**config.mk**
```make
export PLATFORM = sky130hd
export DESIGN_NAME = flit_link
export DESIGN_NICKNAME = d
export VERILOG_FILES = /design/src/rtl/flk_pkg.sv /design/src/rtl/flt_crc.sv /design/src/rtl/flt_tx.sv /design/src/rtl/flt_rx.sv /design/src/rtl/flit_link.sv
export SDC_FILE = /design/constraint.sdc
export NUM_CORES = 1
export LEC_CHECK = 0
export CORE_UTILIZATION = 25
export DETAILED_ROUTE_END_ITERATION = 8
export PLACE_DENSITY = 0.45
export SLEW_MARGIN = 20
export SYNTH_ARGS = -nofsm -noshare
export SYNTH_HDL_FRONTEND = slang
export SYNTH_SLANG_ARGS = --single-unit
```
**constraint.sdc**
```tcl
create_clock -name clk -period 6.9 [get_ports clk]
set_input_delay 1.38 -clock clk [delete_from_list [all_inputs] [get_ports clk]]
set_output_delay 1.38 -clock clk [all_outputs]
set_load 0.05 [all_outputs]
```
**src/rtl/flk_pkg.sv**
```systemverilog
`timescale 1ns/1ps
package flk_pkg;
   localparam int FLK_PAY_W  = 68;
   localparam int FLK_SEQ_W  = 4;
   localparam int FLK_CRC_W  = 8;
   localparam int FLK_UNIT_W = 20;
   localparam int FLK_DEPTH  = 8;

   // Receiver decision for one completed flit
   typedef enum logic [1:0] {
      VD_NONE   = 2'd0,
      VD_TAKE   = 2'd1,
      VD_DROP   = 2'd2,
      VD_REPLAY = 2'd3
   } verdict_e;
endpackage

```
**src/rtl/flt_crc.sv**
```systemverilog
`timescale 1ns/1ps
module flt_crc #(
   parameter int DATA_W = 72,
   parameter int CRC_W  = 8,
   parameter logic [CRC_W-1:0] POLY = 8'h07
) (
   input  logic [DATA_W-1:0] data,
   output logic [CRC_W-1:0]  crc
);
   // Bit-serial division unrolled; most significant data bit enters first.
   always_comb begin
      logic [CRC_W-1:0] acc;
      logic             fb;
      acc = '0;
      for (int i = DATA_W - 1; i >= 0; i--) begin
         fb  = acc[CRC_W-1] ^ data[i];
         acc = {acc[CRC_W-2:0], 1'b0};
         if (fb) acc = acc ^ POLY;
      end
      crc = acc;
   end
endmodule

```
**src/rtl/flt_tx.sv**
```systemverilog
`timescale 1ns/1ps
module flt_tx #(
   parameter int PAY_W  = 68,
   parameter int SEQ_W  = 4,
   parameter int CRC_W  = 8,
   parameter int UNIT_W = 20,
   parameter int DEPTH  = 8,
   parameter logic [CRC_W-1:0] POLY = 8'h07
) (
   input  logic              clk,
   input  logic              rst_n,
   input  logic              in_valid,
   output logic              in_ready,
   input  logic [PAY_W-1:0]  in_payload,
   output logic              phy_valid,
   output logic [UNIT_W-1:0] phy_unit,
   input  logic              fb_ack,
   input  logic              fb_nak,
   input  logic [SEQ_W-1:0]  fb_seq
);
   localparam int FLIT_W = PAY_W + SEQ_W + CRC_W;
   localparam int NUNITS = FLIT_W / UNIT_W;
   localparam int IDX_W  = (DEPTH > 1) ? $clog2(DEPTH) : 1;
   localparam int BEAT_W = (NUNITS > 1) ? $clog2(NUNITS) : 1;
   localparam logic [BEAT_W-1:0] LAST_BEAT = BEAT_W'(NUNITS - 1);
   localparam logic [SEQ_W-1:0]  DEPTH_S   = SEQ_W'(DEPTH);

   logic [SEQ_W-1:0]  base_q, wr_q, rd_q;
   logic [PAY_W-1:0]  store_q [DEPTH];
   logic [FLIT_W-1:0] sh_q;
   logic [BEAT_W-1:0] beat_q;
   logic              busy_q;

   logic [SEQ_W-1:0]  used, fb_off, ack_next, rd_step;
   logic              accept, ack_ok, nak_ok, avail, beat_last, load;
   logic [PAY_W-1:0]  rd_payload;
   logic [CRC_W-1:0]  tx_crc;

   assign used      = wr_q - base_q;
   assign in_ready  = (used != DEPTH_S);
   assign accept    = in_valid & in_ready;
   assign fb_off    = fb_seq - base_q;
   assign ack_ok    = fb_ack & (fb_off < used);
   assign nak_ok    = fb_nak & (fb_off <= used);
   assign ack_next  = fb_seq + 1'b1;
   assign avail     = (rd_q != wr_q);
   assign beat_last = busy_q & (beat_q == LAST_BEAT);
   assign load      = avail & (~busy_q | beat_last);
   assign rd_step   = load ? rd_q + 1'b1 : rd_q;

   assign rd_payload = store_q[rd_q[IDX_W-1:0]];

   flt_crc #(.DATA_W(PAY_W + SEQ_W), .CRC_W(CRC_W), .POLY(POLY)) u_crc (
      .data ({rd_q, rd_payload}),
      .crc  (tx_crc)
   );

   // Replay store: payload only; the header is rebuilt on every send.
   always_ff @(posedge clk) begin
      if (accept) store_q[wr_q[IDX_W-1:0]] <= in_payload;
   end

   always_ff @(posedge clk) begin
      if (!rst_n) begin
         base_q <= '0;
         wr_q   <= '0;
         rd_q   <= '0;
      end else begin
         if (accept) wr_q <= wr_q + 1'b1;
         if (nak_ok) begin
            base_q <= fb_seq;
            rd_q   <= fb_seq;
         end else begin
            if (ack_ok) base_q <= ack_next;
            // An acknowledge past the send pointer drags the pointer along.
            if (ack_ok && ((rd_step - base_q) < (ack_next - base_q)))
               rd_q <= ack_next;
            else
               rd_q <= rd_step;
         end
      end
   end

   always_ff @(posedge clk) begin
      if (!rst_n) begin
         sh_q   <= '0;
         beat_q <= '0;
         busy_q <= 1'b0;
      end else if (load) begin
         sh_q   <= {tx_crc, rd_q, rd_payload};
         beat_q <= '0;
         busy_q <= 1'b1;
      end else if (busy_q) begin
         sh_q   <= sh_q >> UNIT_W;
         beat_q <= beat_q + 1'b1;
         if (beat_last) busy_q <= 1'b0;
      end
   end

   assign phy_valid = busy_q;
   assign phy_unit  = sh_q[UNIT_W-1:0];

   assert_no_overflow_R5: assert property (@(posedge clk) disable iff (!rst_n)
      used <= DEPTH_S);
   assert_full_blocks_R5: assert property (@(posedge clk) disable iff (!rst_n)
      (in_valid && !in_ready) |=> $stable(wr_q));
   assert_rd_in_window_R8: assert property (@(posedge clk) disable iff (!rst_n)
      (rd_q - base_q) <= used);
   assert_units_gapless_R2: assert property (@(posedge clk) disable iff (!rst_n)
      (phy_valid && beat_q != LAST_BEAT) |=> phy_valid);
endmodule

```
**src/rtl/flt_rx.sv**
```systemverilog
`timescale 1ns/1ps
module flt_rx
   import flk_pkg::*;
#(
   parameter int PAY_W  = 68,
   parameter int SEQ_W  = 4,
   parameter int CRC_W  = 8,
   parameter int UNIT_W = 20,
   parameter logic [CRC_W-1:0] POLY = 8'h07
) (
   input  logic              clk,
   input  logic              rst_n,
   input  logic              phy_valid,
   input  logic [UNIT_W-1:0] phy_unit,
   output logic              ack,
   output logic              nak,
   output logic [SEQ_W-1:0]  seq,
   output logic              out_valid,
   input  logic              out_ready,
   output logic [PAY_W-1:0]  out_payload
);
   localparam int FLIT_W = PAY_W + SEQ_W + CRC_W;
   localparam int NUNITS = FLIT_W / UNIT_W;
   localparam int HOLD_N = (NUNITS > 1) ? NUNITS - 1 : 1;
   localparam int BEAT_W = (NUNITS > 1) ? $clog2(NUNITS) : 1;
   localparam logic [BEAT_W-1:0] LAST_BEAT = BEAT_W'(NUNITS - 1);

   logic [UNIT_W-1:0] hold_q [HOLD_N];
   logic [BEAT_W-1:0] beat_q;
   logic [SEQ_W-1:0]  exp_q, seq_q;
   logic              ack_q, nak_q, ov_q;
   logic [PAY_W-1:0]  pay_q;

   logic [FLIT_W-1:0] flit_w;
   logic [CRC_W-1:0]  rx_crc;
   logic              done, crc_ok, slot_free;
   verdict_e          verdict;

   // Earlier units of the flit wait here; the last unit is used directly.
   for (genvar gi = 0; gi < NUNITS - 1; gi++) begin : g_hold
      always_ff @(posedge clk) begin
         if (phy_valid && beat_q == BEAT_W'(gi)) hold_q[gi] <= phy_unit;
      end
      assign flit_w[gi*UNIT_W +: UNIT_W] = hold_q[gi];
   end
   if (NUNITS == 1) begin : g_single
      always_ff @(posedge clk) hold_q[0] <= '0;
   end
   assign flit_w[FLIT_W-1 -: UNIT_W] = phy_unit;

   flt_crc #(.DATA_W(PAY_W + SEQ_W), .CRC_W(CRC_W), .POLY(POLY)) u_crc (
      .data (flit_w[PAY_W+SEQ_W-1:0]),
      .crc  (rx_crc)
   );

   assign done      = phy_valid & (beat_q == LAST_BEAT);
   assign crc_ok    = (rx_crc == flit_w[FLIT_W-1 -: CRC_W]);
   assign slot_free = ~ov_q | out_ready;

   always_comb begin
      if (!done)                                   verdict = VD_NONE;
      else if (!crc_ok)                            verdict = VD_REPLAY;
      else if (flit_w[PAY_W +: SEQ_W] != exp_q)    verdict = VD_DROP;
      else if (!slot_free)                         verdict = VD_REPLAY;
      else                                         verdict = VD_TAKE;
   end

   always_ff @(posedge clk) begin
      if (!rst_n) begin
         beat_q <= '0;
         exp_q  <= '0;
         seq_q  <= '0;
         ack_q  <= 1'b0;
         nak_q  <= 1'b0;
         ov_q   <= 1'b0;
         pay_q  <= '0;
      end else begin
         if (phy_valid) beat_q <= done ? '0 : beat_q + 1'b1;
         ack_q <= (verdict == VD_TAKE);
         nak_q <= (verdict == VD_REPLAY);
         if (verdict == VD_TAKE || verdict == VD_REPLAY) seq_q <= exp_q;
         if (verdict == VD_TAKE) begin
            exp_q <= exp_q + 1'b1;
            ov_q  <= 1'b1;
            pay_q <= flit_w[PAY_W-1:0];
         end else if (out_ready) begin
            ov_q  <= 1'b0;
         end
      end
   end

   assign ack         = ack_q;
   assign nak         = nak_q;
   assign seq         = seq_q;
   assign out_valid   = ov_q;
   assign out_payload = pay_q;

   assert_ack_nak_excl_R6: assert property (@(posedge clk) disable iff (!rst_n)
      !(ack && nak));
   assert_ack_advances_R4: assert property (@(posedge clk) disable iff (!rst_n)
      ack |-> (exp_q == seq + 1'b1));
   assert_out_hold_R9: assert property (@(posedge clk) disable iff (!rst_n)
      (out_valid && !out_ready) |=> (out_valid && $stable(out_payload)));
   assert_ack_delivers_R4: assert property (@(posedge clk) disable iff (!rst_n)
      ack |-> out_valid);
endmodule

```
**src/rtl/flit_link.sv**
```systemverilog
`timescale 1ns/1ps
module flit_link
   import flk_pkg::*;
#(
   parameter int PAY_W  = FLK_PAY_W,
   parameter int SEQ_W  = FLK_SEQ_W,
   parameter int CRC_W  = FLK_CRC_W,
   parameter int UNIT_W = FLK_UNIT_W,
   parameter int DEPTH  = FLK_DEPTH,
   parameter logic [CRC_W-1:0] POLY = 8'h07
) (
   input  logic              clk,
   input  logic              rst_n,
   input  logic              tx_valid,
   output logic              tx_ready,
   input  logic [PAY_W-1:0]  tx_payload,
   output logic              phy_tx_valid,
   output logic [UNIT_W-1:0] phy_tx_unit,
   input  logic              phy_rx_valid,
   input  logic [UNIT_W-1:0] phy_rx_unit,
   output logic              lnk_ack,
   output logic              lnk_nak,
   output logic [SEQ_W-1:0]  lnk_seq,
   input  logic              peer_ack,
   input  logic              peer_nak,
   input  logic [SEQ_W-1:0]  peer_seq,
   output logic              rx_valid,
   input  logic              rx_ready,
   output logic [PAY_W-1:0]  rx_payload
);
   localparam int FLIT_W = PAY_W + SEQ_W + CRC_W;

   if (FLIT_W % UNIT_W != 0) begin : g_bad_unit
      $error("flit width must be a whole number of physical units");
   end
   if (DEPTH < 2 || (DEPTH & (DEPTH - 1)) != 0) begin : g_bad_depth
      $error("replay depth must be a power of two of at least 2");
   end
   if (DEPTH >= (1 << SEQ_W)) begin : g_bad_seq
      $error("sequence space must exceed the replay depth");
   end
   if (CRC_W < 2) begin : g_bad_crc
      $error("CRC must be at least two bits");
   end

   flt_tx #(.PAY_W(PAY_W), .SEQ_W(SEQ_W), .CRC_W(CRC_W), .UNIT_W(UNIT_W),
            .DEPTH(DEPTH), .POLY(POLY)) u_tx (
      .clk        (clk),
      .rst_n      (rst_n),
      .in_valid   (tx_valid),
      .in_ready   (tx_ready),
      .in_payload (tx_payload),
      .phy_valid  (phy_tx_valid),
      .phy_unit   (phy_tx_unit),
      .fb_ack     (peer_ack),
      .fb_nak     (peer_nak),
      .fb_seq     (peer_seq)
   );

   flt_rx #(.PAY_W(PAY_W), .SEQ_W(SEQ_W), .CRC_W(CRC_W), .UNIT_W(UNIT_W),
            .POLY(POLY)) u_rx (
      .clk         (clk),
      .rst_n       (rst_n),
      .phy_valid   (phy_rx_valid),
      .phy_unit    (phy_rx_unit),
      .ack         (lnk_ack),
      .nak         (lnk_nak),
      .seq         (lnk_seq),
      .out_valid   (rx_valid),
      .out_ready   (rx_ready),
      .out_payload (rx_payload)
   );
endmodule

```
==> metrics <==
Worst Path Required around 7.4 ns; drt first pass iters 5; maximum root-to-sink buffer count 3; global-route wire length before repair 140.4 mm; WL final ~96 mm; average size of a mapped cell about 16 um2; synthesized net count between 2000 and 2500; Final Slew Violations 0; post-cts hold buffer count 0; Area contributors post-synth edfxtp_1, dfxtp_1, mux4_2; largest net degree at the start of global routing 83; final worst slack 0.6348 ns; Total GRT Usage between 10 and 15%; Min Clock Period, post-route 6.265 ns; vias in the first global route around 20000; XOR/XNOR share of the synthesized area a little over an eighth; relative slew slack 34.72%; DIE AREA 142500 um2; Slew @ Worst Pin a little under 1 ns; critical-path cell with the highest stage delay clkdlybuf4s50_1; worst reg2reg path depth 15; setup violators final 0; CP most frequent cell xnor3_1; Chip Height around 380 um; WS Path Type primary input to register; Syn. warnings 0; routed vias around 19000; Netlist Area Pre-Place around 35000 um2; FFs w/ async S/R, synth 0%; Yosys cell types 60; Clk Latency, worst-skew pair 0.71 ns; worst clock skew 0.04504 ns; status finished, final reports clean; HP Class register to register; area delta synth->final 20.32%; highest clock rate 159.6 MHz; # Post-CTS Setup Buffers 0; sequential fraction of the synthesis area between 60% and 70%; critical-path cell list clkdlybuf4s50_1, xnor2_1, xor3_1, xnor3_1, xnor2_1, xnor3_1, xnor3_1, xnor3_1, xnor3_1, nand3_1, or3_1, nand4_1, nand4_1, buf_4, buf_12, mux2i_1, nor2_1; main combinational cell family by area after synthesis XOR/XNOR gates; EDFF count, synth roughly 600; Std-Cell Rows approximately 140; H-tree level count 3; TritonCTS Buffers 88; post-route ant nets 0; register clock-pin slew on the reported worst setup and hold paths about 0.050 ns; crit-path max cell delay about 0.66 ns; # Max-Cap Violations 0; final hold violations 0; Die X roughly 380 um; Post-CTS Resized 0; RSZ-0062 raised after global routing false; core area 139700 um2; WP buf/inv 3; Worst Setup End Kind register; layout cells sized above 1 around 15%; crit-path leading delay family XOR/XNOR gates; clk sink count between 700 and 800; Final period util between 90% and 100%; DP Worst Slack -0.1149 ns; Port Buf Inserts between 150 and 200; 1st-iter DRT viols roughly 1200; hold path cells 1; post-synthesis cell count between 2000 and 2500; critical path arrival approximately 6.8 ns; # IOs slightly below 200; Initial Utilization between 20% and 30%; # DRC 0; initial antenna violation count 14; Stages on worst setup path 17; Yosys top cell area share 51.46%; Adder-Cell Fraction of Synth Area under 10%; routed len/inst 21.80 um; total gr overflow 0; CTS tree built; via/cell ratio 4.355; GPL Wtd Cong between 0.8 and 0.9; Synth Area in Compound Gates under 10%; mux cell area share after synthesis 13.45%; area leader, netlist edfxtp_1; simple-gate share of the synthesized area 3.817%; nets about 2600; Seq cells post-synth a little under 800; most common flop cell mapped by yosys edfxtp_1; Worst Path Max Fanout 25; clock tree root driver cell clkbuf_16; Worst setup SP type primary input; hpwl dp between 60 and 70 mm
## worst reg2reg max path: cells and delay by family, from the launching register on
kind | cells | cell delay (ns)
flops | 1 | 0.58
buf+inv | 1 | 0.35
mux | 2 | 0.82
compound gates | 1 | 0.26
xor+xnor | 11 | 3.65
## layer usage
| metal | GRT usage, % | part of all wire, % |
|---|---|---|
| met4 | 3.221 | 2.1 |
| met1 | 17.11 | 44 |
| met5 | 0 | 0.049 |
| met2 | 23.21 | 49 |
| met3 | 2.946 | 4.8 |
## layout by cell type, fill, tap and decap left out, types with 14 or more instances in the layout
cell type	Yosys	routed
inv_1	22	22
clkdlybuf4s50_1	0	194
edfxtp_1	604	604
dfxtp_1	176	172
mux2i_1	160	160
xnor2_1	215	215
clkbuf_16	0	89
a211oi_1	51	51
a21oi_1	85	85
xnor3_1	64	64
clkbuf_1	60	21
xnor2_2	14	14
xor2_1	65	65
mux4_2	127	127
buf_4	35	64
nand2_1	29	29
ha_1	30	30
o21ai_0	73	73
nor2_1	244	241
## layout make-up
| type | count | area [um2] |
|---|---|---|
| fill | 13840 | 97300 |
| sequential | 780 | 21670 |
| multi-input combinational | 1287 | 12820 |
| timing repair buffer | 264 | 2527 |
| clock buffer | 118 | 2416 |
| tap | 1876 | 2347 |
| clock inverter | 47 | 521.8 |
| inverter | 23 | 88.84 |
| antenna | 3 | 7.507 |
## state kept, by name (all words and copies together) (netlist names)
name	count
u_tx.phy_valid	1
u_rx.out_valid	1
u_tx.base_q	4
u_tx.store_q	544
u_rx.seq	4
u_rx.nak	1
u_rx.exp_q	4
u_rx.ack	1
u_rx.beat_q	2
u_tx.rd_q	4
u_rx.out_payload	68
u_tx.beat_q	2
u_tx.sh_q	80
u_rx.hold_q	60
u_tx.wr_q	4
## synthesized netlist by cell type (3+ instances only)
library cell and count:
ha_1 30, or3_1 3, edfxtp_1 604, nor2_1 244, xnor2_1 215, inv_1 22
a21o_1 4, mux4_1 6, mux2_2 3, a22oi_1 13, nand3_1 7, nand4_1 5
dfxtp_1 176, nor3b_1 3, and2_1 7, nand2_1 29, clkbuf_1 60, xnor3_1 64
mux2i_1 160, fa_1 4, buf_6 7, a32o_1 3, nand2b_1 5, xor2_1 65
mux4_2 127, xor3_1 13, mux2i_2 3, a21oi_1 85, nor2b_1 5, buf_1 5
xnor3_2 10, buf_4 35, a211oi_1 51, xnor2_2 14, buf_2 22, nor3_1 8
o21ai_0 73
## final timing paths
path / start / end / slack [ns]
setup / recovery: phy_rx_unit[6] / u_rx.out_payload[54] / 0.63
hold / removal: u_tx.sh_q[75] / u_tx.sh_q[75] / 0.47
setup reg to reg: u_tx.rd_q[1] / u_tx.sh_q[75] / 1.14
hold reg to reg: u_tx.sh_q[75] / u_tx.sh_q[75] / 0.47
## stage by stage
| step | TNS [ns] | instance area (um2) | cells | hold slack (ns) | utilization [%] |
|---|---|---|---|---|---|
| after floorplan | -119.36 | 35250 | 2221 | 0.4199 | - |
| after global placement | -2.515 | 39460 | 4230 | 0.4519 | 28.24 |
| after detailed placement | -3.321 | 39460 | 4230 | 0.4568 | 28.24 |
| after CTS | 0 | 42390 | 4395 | 0.4710 | 30.35 |
| after global routing | 0 | 42400 | 4395 | 0.4849 | 30.35 |
| final | 0 | 42400 | 4398 | 0.4655 | 30.35 |
## cell families (layout without fill, tap and decap cells)
group	count (synthesis)	after routing
flops	780	780
xor+xnor	386	386
mux	301	301
fa+ha+maj	34	34
buf+inv	154	452
simple gates	325	325
compound gates	241	241
other cells	0	3
Power is not shown: default switching activity piles up to over one toggle a cycle in this logic, so the estimate is an artifact.
